[src/rtl/isr_pkg.sv]
package isr_pkg;
  typedef enum logic [2:0] {
    K_CALL = 3'd0, K_RET = 3'd1, K_RETI = 3'd2, K_BRK = 3'd3,
    K_RST  = 3'd4, K_NMI = 3'd5, K_IRQ  = 3'd6, K_NONE = 3'd7
  } kind_e;

  typedef enum logic [3:0] {
    S_IDLE, S_PAD, S_PUSH_H, S_PUSH_L, S_PUSH_P,
    S_VEC_L, S_VEC_H, S_POP_P, S_POP_L, S_POP_H
  } state_e;

  localparam int unsigned FLAG_I = 2;
  localparam int unsigned FLAG_B = 4;
endpackage

[src/rtl/isr_nmi_edge.sv]
module isr_nmi_edge (
  input  logic clk_i,
  input  logic rst_ni,
  input  logic nmi_i,
  input  logic clear_i,
  output logic req_o
);
  logic nmi_q, pend_q, rise;

  assign rise  = nmi_i & ~nmi_q;
  assign req_o = pend_q | rise;

  always_ff @(posedge clk_i or negedge rst_ni) begin
    if (!rst_ni) begin
      nmi_q  <= 1'b0;
      pend_q <= 1'b0;
    end else begin
      nmi_q  <= nmi_i;
      pend_q <= req_o & ~clear_i;
    end
  end
endmodule

[src/rtl/isr_arbiter.sv]
module isr_arbiter
  import isr_pkg::*;
(
  input  logic       idle_i,
  input  logic       nmi_req_i,
  input  logic       irq_i,
  input  logic       i_flag_i,
  input  logic       start_i,
  input  logic [2:0] cmd_i,
  output logic       go_o,
  output logic       take_nmi_o,
  output kind_e      kind_o
);
  always_comb begin
    go_o       = 1'b0;
    take_nmi_o = 1'b0;
    kind_o     = K_NONE;
    if (idle_i) begin
      if (nmi_req_i) begin
        go_o       = 1'b1;
        take_nmi_o = 1'b1;
        kind_o     = K_NMI;
      end else if (irq_i && !i_flag_i) begin
        go_o   = 1'b1;
        kind_o = K_IRQ;
      end else if (start_i && cmd_i <= 3'd4) begin
        go_o   = 1'b1;
        kind_o = kind_e'(cmd_i);
      end
    end
  end
endmodule

[src/rtl/isr_stack_seq.sv]
module isr_stack_seq
  import isr_pkg::*;
#(
  parameter int unsigned DATA_W     = 8,
  parameter logic [DATA_W-1:0] STACK_PAGE = 8'h01,
  parameter logic [2*DATA_W-1:0] NMI_VEC = 16'hFFFA,
  parameter logic [2*DATA_W-1:0] RST_VEC = 16'hFFFC,
  parameter logic [2*DATA_W-1:0] IRQ_VEC = 16'hFFFE,
  parameter logic [DATA_W-1:0] INIT_SP  = 8'hFD,
  parameter logic [DATA_W-1:0] INIT_ST  = 8'h34
) (
  input  logic                  clk_i,
  input  logic                  rst_ni,
  input  logic                  nmi_i,
  input  logic                  irq_i,
  input  logic                  start_i,
  input  logic [2:0]            cmd_i,
  input  logic [2*DATA_W-1:0]   pc_i,
  input  logic [DATA_W-1:0]     sp_i,
  input  logic [DATA_W-1:0]     status_i,
  input  logic [2*DATA_W-1:0]   tgt_i,
  input  logic [DATA_W-1:0]     mem_rdata_i,
  output logic [2*DATA_W-1:0]   mem_addr_o,
  output logic                  mem_we_o,
  output logic                  mem_re_o,
  output logic [DATA_W-1:0]     mem_wdata_o,
  output logic [2*DATA_W-1:0]   pc_o,
  output logic [DATA_W-1:0]     sp_o,
  output logic [DATA_W-1:0]     status_o,
  output logic [2:0]            kind_o,
  output logic                  busy_o,
  output logic                  done_o
);
  localparam int unsigned ADDR_W = 2 * DATA_W;
  localparam logic [DATA_W-1:0] ONE_D  = DATA_W'(1);
  localparam logic [ADDR_W-1:0] ONE_A  = ADDR_W'(1);
  localparam logic [DATA_W-1:0] I_MASK = DATA_W'(1) << FLAG_I;
  localparam logic [DATA_W-1:0] B_MASK = DATA_W'(1) << FLAG_B;

  state_e              state_q;
  kind_e               kind_q, kind_a;
  logic                go, take_nmi, nmi_req;
  logic [DATA_W-1:0]   sp_q, st_q, sp_inc, sp_dec;
  logic [ADDR_W-1:0]   val_q, tgt_q, vec_q;
  logic [ADDR_W-1:0]   pc_q;
  logic [DATA_W-1:0]   spo_q, sto_q;
  logic                done_q;

  isr_nmi_edge i_nmi_edge (
    .clk_i   (clk_i),
    .rst_ni  (rst_ni),
    .nmi_i   (nmi_i),
    .clear_i (take_nmi),
    .req_o   (nmi_req)
  );

  isr_arbiter i_arbiter (
    .idle_i     (state_q == S_IDLE),
    .nmi_req_i  (nmi_req),
    .irq_i      (irq_i),
    .i_flag_i   (status_i[FLAG_I]),
    .start_i    (start_i),
    .cmd_i      (cmd_i),
    .go_o       (go),
    .take_nmi_o (take_nmi),
    .kind_o     (kind_a)
  );

  assign sp_inc = sp_q + ONE_D;
  assign sp_dec = sp_q - ONE_D;

  // bus command decode
  always_comb begin
    mem_addr_o  = '0;
    mem_we_o    = 1'b0;
    mem_re_o    = 1'b0;
    mem_wdata_o = '0;
    unique case (state_q)
      S_PUSH_H, S_PUSH_L, S_PUSH_P: begin
        mem_addr_o = {STACK_PAGE, sp_q};
        mem_we_o   = (kind_q != K_RST);
        if (state_q == S_PUSH_H)      mem_wdata_o = val_q[ADDR_W-1:DATA_W];
        else if (state_q == S_PUSH_L) mem_wdata_o = val_q[DATA_W-1:0];
        else                          mem_wdata_o = st_q;
      end
      S_VEC_L: begin
        mem_addr_o = vec_q;
        mem_re_o   = 1'b1;
      end
      S_VEC_H: begin
        mem_addr_o = vec_q + ONE_A;
        mem_re_o   = 1'b1;
      end
      S_POP_P, S_POP_L, S_POP_H: begin
        mem_addr_o = {STACK_PAGE, sp_inc};
        mem_re_o   = 1'b1;
      end
      default: ;
    endcase
  end

  always_ff @(posedge clk_i or negedge rst_ni) begin
    if (!rst_ni) begin
      state_q <= S_IDLE;
      kind_q  <= K_NONE;
      sp_q    <= '0;
      st_q    <= '0;
      val_q   <= '0;
      tgt_q   <= '0;
      vec_q   <= '0;
      pc_q    <= '0;
      spo_q   <= INIT_SP;
      sto_q   <= INIT_ST;
      done_q  <= 1'b0;
    end else begin
      done_q <= 1'b0;
      unique case (state_q)
        S_IDLE: if (go) begin
          kind_q <= kind_a;
          sp_q   <= sp_i;
          st_q   <= (kind_a == K_BRK) ? (status_i | B_MASK) : status_i;
          val_q  <= (kind_a == K_CALL) ? (pc_i - ONE_A) : pc_i;
          tgt_q  <= tgt_i;
          vec_q  <= (kind_a == K_NMI) ? NMI_VEC :
                    (kind_a == K_RST) ? RST_VEC : IRQ_VEC;
          unique case (kind_a)
            K_CALL:  state_q <= S_PUSH_H;
            K_RET:   state_q <= S_POP_L;
            K_RETI:  state_q <= S_POP_P;
            default: state_q <= S_PAD;
          endcase
        end
        S_PAD: state_q <= S_PUSH_H;
        S_PUSH_H: begin
          sp_q    <= sp_dec;
          state_q <= S_PUSH_L;
        end
        S_PUSH_L: begin
          sp_q <= sp_dec;
          if (kind_q == K_CALL) begin
            pc_q    <= tgt_q;
            spo_q   <= sp_dec;
            sto_q   <= st_q;
            done_q  <= 1'b1;
            state_q <= S_IDLE;
          end else begin
            state_q <= S_PUSH_P;
          end
        end
        S_PUSH_P: begin
          sp_q    <= sp_dec;
          st_q    <= st_q | I_MASK;  // set after the status byte leaves
          state_q <= S_VEC_L;
        end
        S_VEC_L: begin
          val_q[DATA_W-1:0] <= mem_rdata_i;
          state_q <= S_VEC_H;
        end
        S_VEC_H: begin
          pc_q    <= {mem_rdata_i, val_q[DATA_W-1:0]};
          spo_q   <= sp_q;
          sto_q   <= st_q;
          done_q  <= 1'b1;
          state_q <= S_IDLE;
        end
        S_POP_P: begin
          sp_q    <= sp_inc;
          st_q    <= mem_rdata_i;
          state_q <= S_POP_L;
        end
        S_POP_L: begin
          sp_q <= sp_inc;
          val_q[DATA_W-1:0] <= mem_rdata_i;
          state_q <= S_POP_H;
        end
        S_POP_H: begin
          pc_q    <= {mem_rdata_i, val_q[DATA_W-1:0]} + ADDR_W'(kind_q == K_RET);
          spo_q   <= sp_inc;
          sto_q   <= st_q;
          done_q  <= 1'b1;
          state_q <= S_IDLE;
        end
        default: state_q <= S_IDLE;
      endcase
    end
  end

  assign busy_o   = (state_q != S_IDLE);
  assign done_o   = done_q;
  assign pc_o     = pc_q;
  assign sp_o     = spo_q;
  assign status_o = sto_q;
  assign kind_o   = kind_q;
endmodule

[config.mk]
export PLATFORM = sky130hd
export DESIGN_NAME = isr_stack_seq
export DESIGN_NICKNAME = d
export VERILOG_FILES = /design/src/rtl/isr_pkg.sv /design/src/rtl/isr_nmi_edge.sv /design/src/rtl/isr_arbiter.sv /design/src/rtl/isr_stack_seq.sv
export SDC_FILE = /design/constraint.sdc
export NUM_CORES = 1
export LEC_CHECK = 0
export BUFFER_PORTS_ARGS = -buffer_cell sky130_fd_sc_hd__buf_2
export CAP_MARGIN = 15
export CELL_PAD_IN_SITES_DETAIL_PLACEMENT = 0
export CELL_PAD_IN_SITES_GLOBAL_PLACEMENT = 1
export CORE_MARGIN = 2
export CORE_UTILIZATION = 41
export DETAILED_ROUTE_END_ITERATION = 12
export GPL_ROUTABILITY_DRIVEN = 0
export PLACE_DENSITY = 0.9
export SYNTH_ARGS = -nofsm -noshare
export SYNTH_HDL_FRONTEND = slang
export SYNTH_SLANG_ARGS = --single-unit
export TNS_END_PERCENT = 5
[constraint.sdc]
create_clock -name clk_i -period 3 [get_ports clk_i]
set_clock_uncertainty 0.15 [all_clocks]
set_input_delay 0.6 -clock clk_i [delete_from_list [all_inputs] [get_ports clk_i]]
set_output_delay 0.6 -clock clk_i [all_outputs]
set_load 0.05 [all_outputs]
==> results_dict.tcl <==
set metrics [dict create \
    outcome "finished, final reports clean" \
    max_freq_mhz 340 \
    synthDistinctLibCells 74 \
    slew_headroom_pct 60.8 \
    peakVddDrop_v 0.000679 \
    cts_tree "yes" \
    rsz0062_at_grt "true" \
    fin_crit_sh_pct 98.0 \
    synthFlopType "dfrtp_1" \
    power_mw 9.47 \
    viasPerCell 5.64 \
    postLayoutCoreUtil_pct 50.7 \
    fp.dieW_um 123 \
    fin_crit_ns 2.94 \
    synth_xor_area_share_pct 3.75 \
    drive_gt1_share_pct 28.9 \
    root_buffer "clkbuf_16" \
    worstPathRequired_ns 2.25 \
    synth_top_family_by_area "simple AND/OR/NAND/NOR gates" \
    cts_buffers 9 \
    netlist_instances 691 \
    drt-total-wl_um 17000 \
    io-pin-count 127 \
    wl_per_cell_um 17.2 \
    hold_class "in2async" \
    hpwl_um 12400 \
    grt_start_max_net_pins 94 \
    p_leak_nw 3.08 \
    hold_viol 0 \
    crit_fanout 20 \
    post_cts_buffers 0 \
    htree_levels 3 \
    cts.sinks 93 \
    synth_area_per_cell_um2 8.45 \
    overflow 0 \
    synthSimpleGateAreaFrac_pct 25.1 \
    insertion_delay_ns 0.36 \
    r2r-start "kind_o[0]" \
    r2r_end "pc_o[6]" \
    finalNetCount 871 \
    synthAdderAreaFrac_pct 1.07 \
    cts_hold_buf 0 \
    final_cell_mix "buf_2 (120), nand2_1 (117), dfrtp_1 (74)" \
    maxCapViolCount 0 \
    final_common_cell "buf_2" \
    drtIter0Drc 621 \
    ys_seq_area_share_pct 40.1 \
    startpoint_type "flip-flop" \
    num_rows 43 \
    antenna_found_initial 0 \
    cts.repair.resized 7 \
    start_util_pct 42.1 \
    slew_viol_final 0 \
    cts_buffer_depth 2 \
    worstSetupPathType "reg2out" \
    worst_pin_slew_ns 0.583 \
    dr.pass1.iters 6 \
    yosys_warnings 0 \
    placed_cell_area_mm2 0.00669 \
    synthMuxAreaShare_pct 3.45 \
    drcViolationCount 0 \
    synth-seq-cells 93 \
    die_height_um 123 \
    grt_util_all_layers_pct 23.0 \
    synthTopCellsByArea "dfrtp_1 (34%), nand2_1 (7.5%), dfstp_2 (5.8%), nor2_1 (4.3%), o21ai_0 (4.3%)" \
    cp-end-kind "output port" \
    n_antenna_cell 0 \
    postSynth.asyncResetShare_pct 100 \
    synth-edff-count 0 \
    clk_pin_slew_ns 0.07 \
    syn_to_final_growth_pct 20.4 \
    r2r_setup_slack_ns 0.40 \
    portBuffers 126 \
    synth_fp_nets 760 \
    syn_area_mm2 0.00584 \
    reg2reg_depth 7 \
    ant_nets 0 \
    p_per_area_mw_per_mm2 1350 \
    grt_pass1_wl_um 27300 \
    core_area_mm2 0.0139 \
    fin_area_mm2 0.00703 \
    setup_viol 0 \
    synth_compound_area_share_pct 21.0 \
    synth_top_area_share_pct 34.3 \
    vias 5563 \
    die-area_mm2 0.0152 \
    grt_pass1_vias 5003 \
    yosysTopAreaCell "dfrtp_1" \
    arrival_ns 2.19 \
]
## synth_stat cells, drive strengths merged, types with 3 or more instances
library cell / n
dfstp: 13
nand3: 25
and3: 5
a21oi: 33
ha: 5
a22oi: 6
nor2: 71
nand4b: 3
dfrtp: 80
nor2b: 6
a221o: 6
o21ai: 53
a211oi: 9
a31oi: 19
o211ai: 8
clkbuf: 25
mux2i: 10
xnor2: 11
o311ai: 3
nand4: 11
buf: 35
inv: 11
nor3b: 4
a221oi: 6
mux2: 9
and2: 3
xor2: 14
o22a: 3
nand2b: 9
o21a: 4
nor3: 14
or4: 4
a2bb2oi: 8
nand2: 118
nor4: 8
a31o: 3
o31ai: 5
## worst max-delay path, stage by stage (launching register included)
cell	delay (ns)
dfrtp_2	0.58
nand2b_1	0.22
a2bb2oi_2	0.40
o21ai_0	0.16
a21oi_1	0.19
nand2_1	0.07
buf_2	0.22
## power breakdown
group / leakage (nW) / switching, mW / internal, mW
Sequential: 1.07 / 0.620 / 1.95
Clock: 0.143 / 0.565 / 0.589
Combinational: 1.87 / 3.96 / 1.79
## worst max path at each step
stage	depth (start not counted)	to	from
after floorplan	6	mem_wdata_o[0]	state_q[2]
after global placement	4	mem_wdata_o[0]	state_q[2]
after detailed placement	4	mem_wdata_o[7]	state_q[2]
after CTS	6	mem_wdata_o[7]	state_q[0]
after global routing	7	mem_addr_o[5]	state_q[1]
final	6	mem_addr_o[5]	state_q[2]
## registers in the layout, indices dropped and copies added (netlist names)
| name | cells |
|---|---|
| done_o | 1 |
| kind_o | 3 |
| i_nmi_edge.pend_q | 1 |
| sp_q | 8 |
| status_o | 8 |
| sp_o | 8 |
| st_q | 8 |
| tgt_q | 16 |
| vec_q | 3 |
| pc_o | 16 |
| i_nmi_edge.nmi_q | 1 |
| state_q | 4 |
| val_q | 16 |
## layer usage
layer,routed length [um],vias up,GRT usage (%)
met3,1060,21,4.06
met5,0,-,0
met2,7640,202,33.7
li1,-,2709,-
met1,8040,2631,34.3
met4,287,0,7.60
## cell type report
type | count | area, um^2
Inverter | 11 | 41.3
Multi-Input combinational cell | 527 | 3200
Timing Repair Buffer | 160 | 913
Sequential cell | 93 | 2350
Clock buffer | 9 | 225
Fill cell | 1357 | 6850
Clock inverter | 7 | 75.1
Tap cell | 180 | 225
## per-stage QoR
step / setup WS [ns] / setup TNS (ns) / hold WS (ns) / cells
floorplan: -0.319 / -2.79 / 0.154 / 691
global placement: 0.275 / 0 / 0.300 / 971
detailed placement: 0.247 / 0 / 0.303 / 971
CTS: -0.00674 / -0.00674 / 0.166 / 987
global route: -0.0462 / -0.184 / 0.186 / 987
finish: 0.0611 / 0 / 0.140 / 987
## kinds of logic after synthesis
group           after synthesis
simple gates                295
compound gates              183
flops                        93
buf+inv                      71
xor+xnor                     25
mux                          19
fa+ha+maj                     5
No activity file was read; power rests on OpenSTA's default activity.
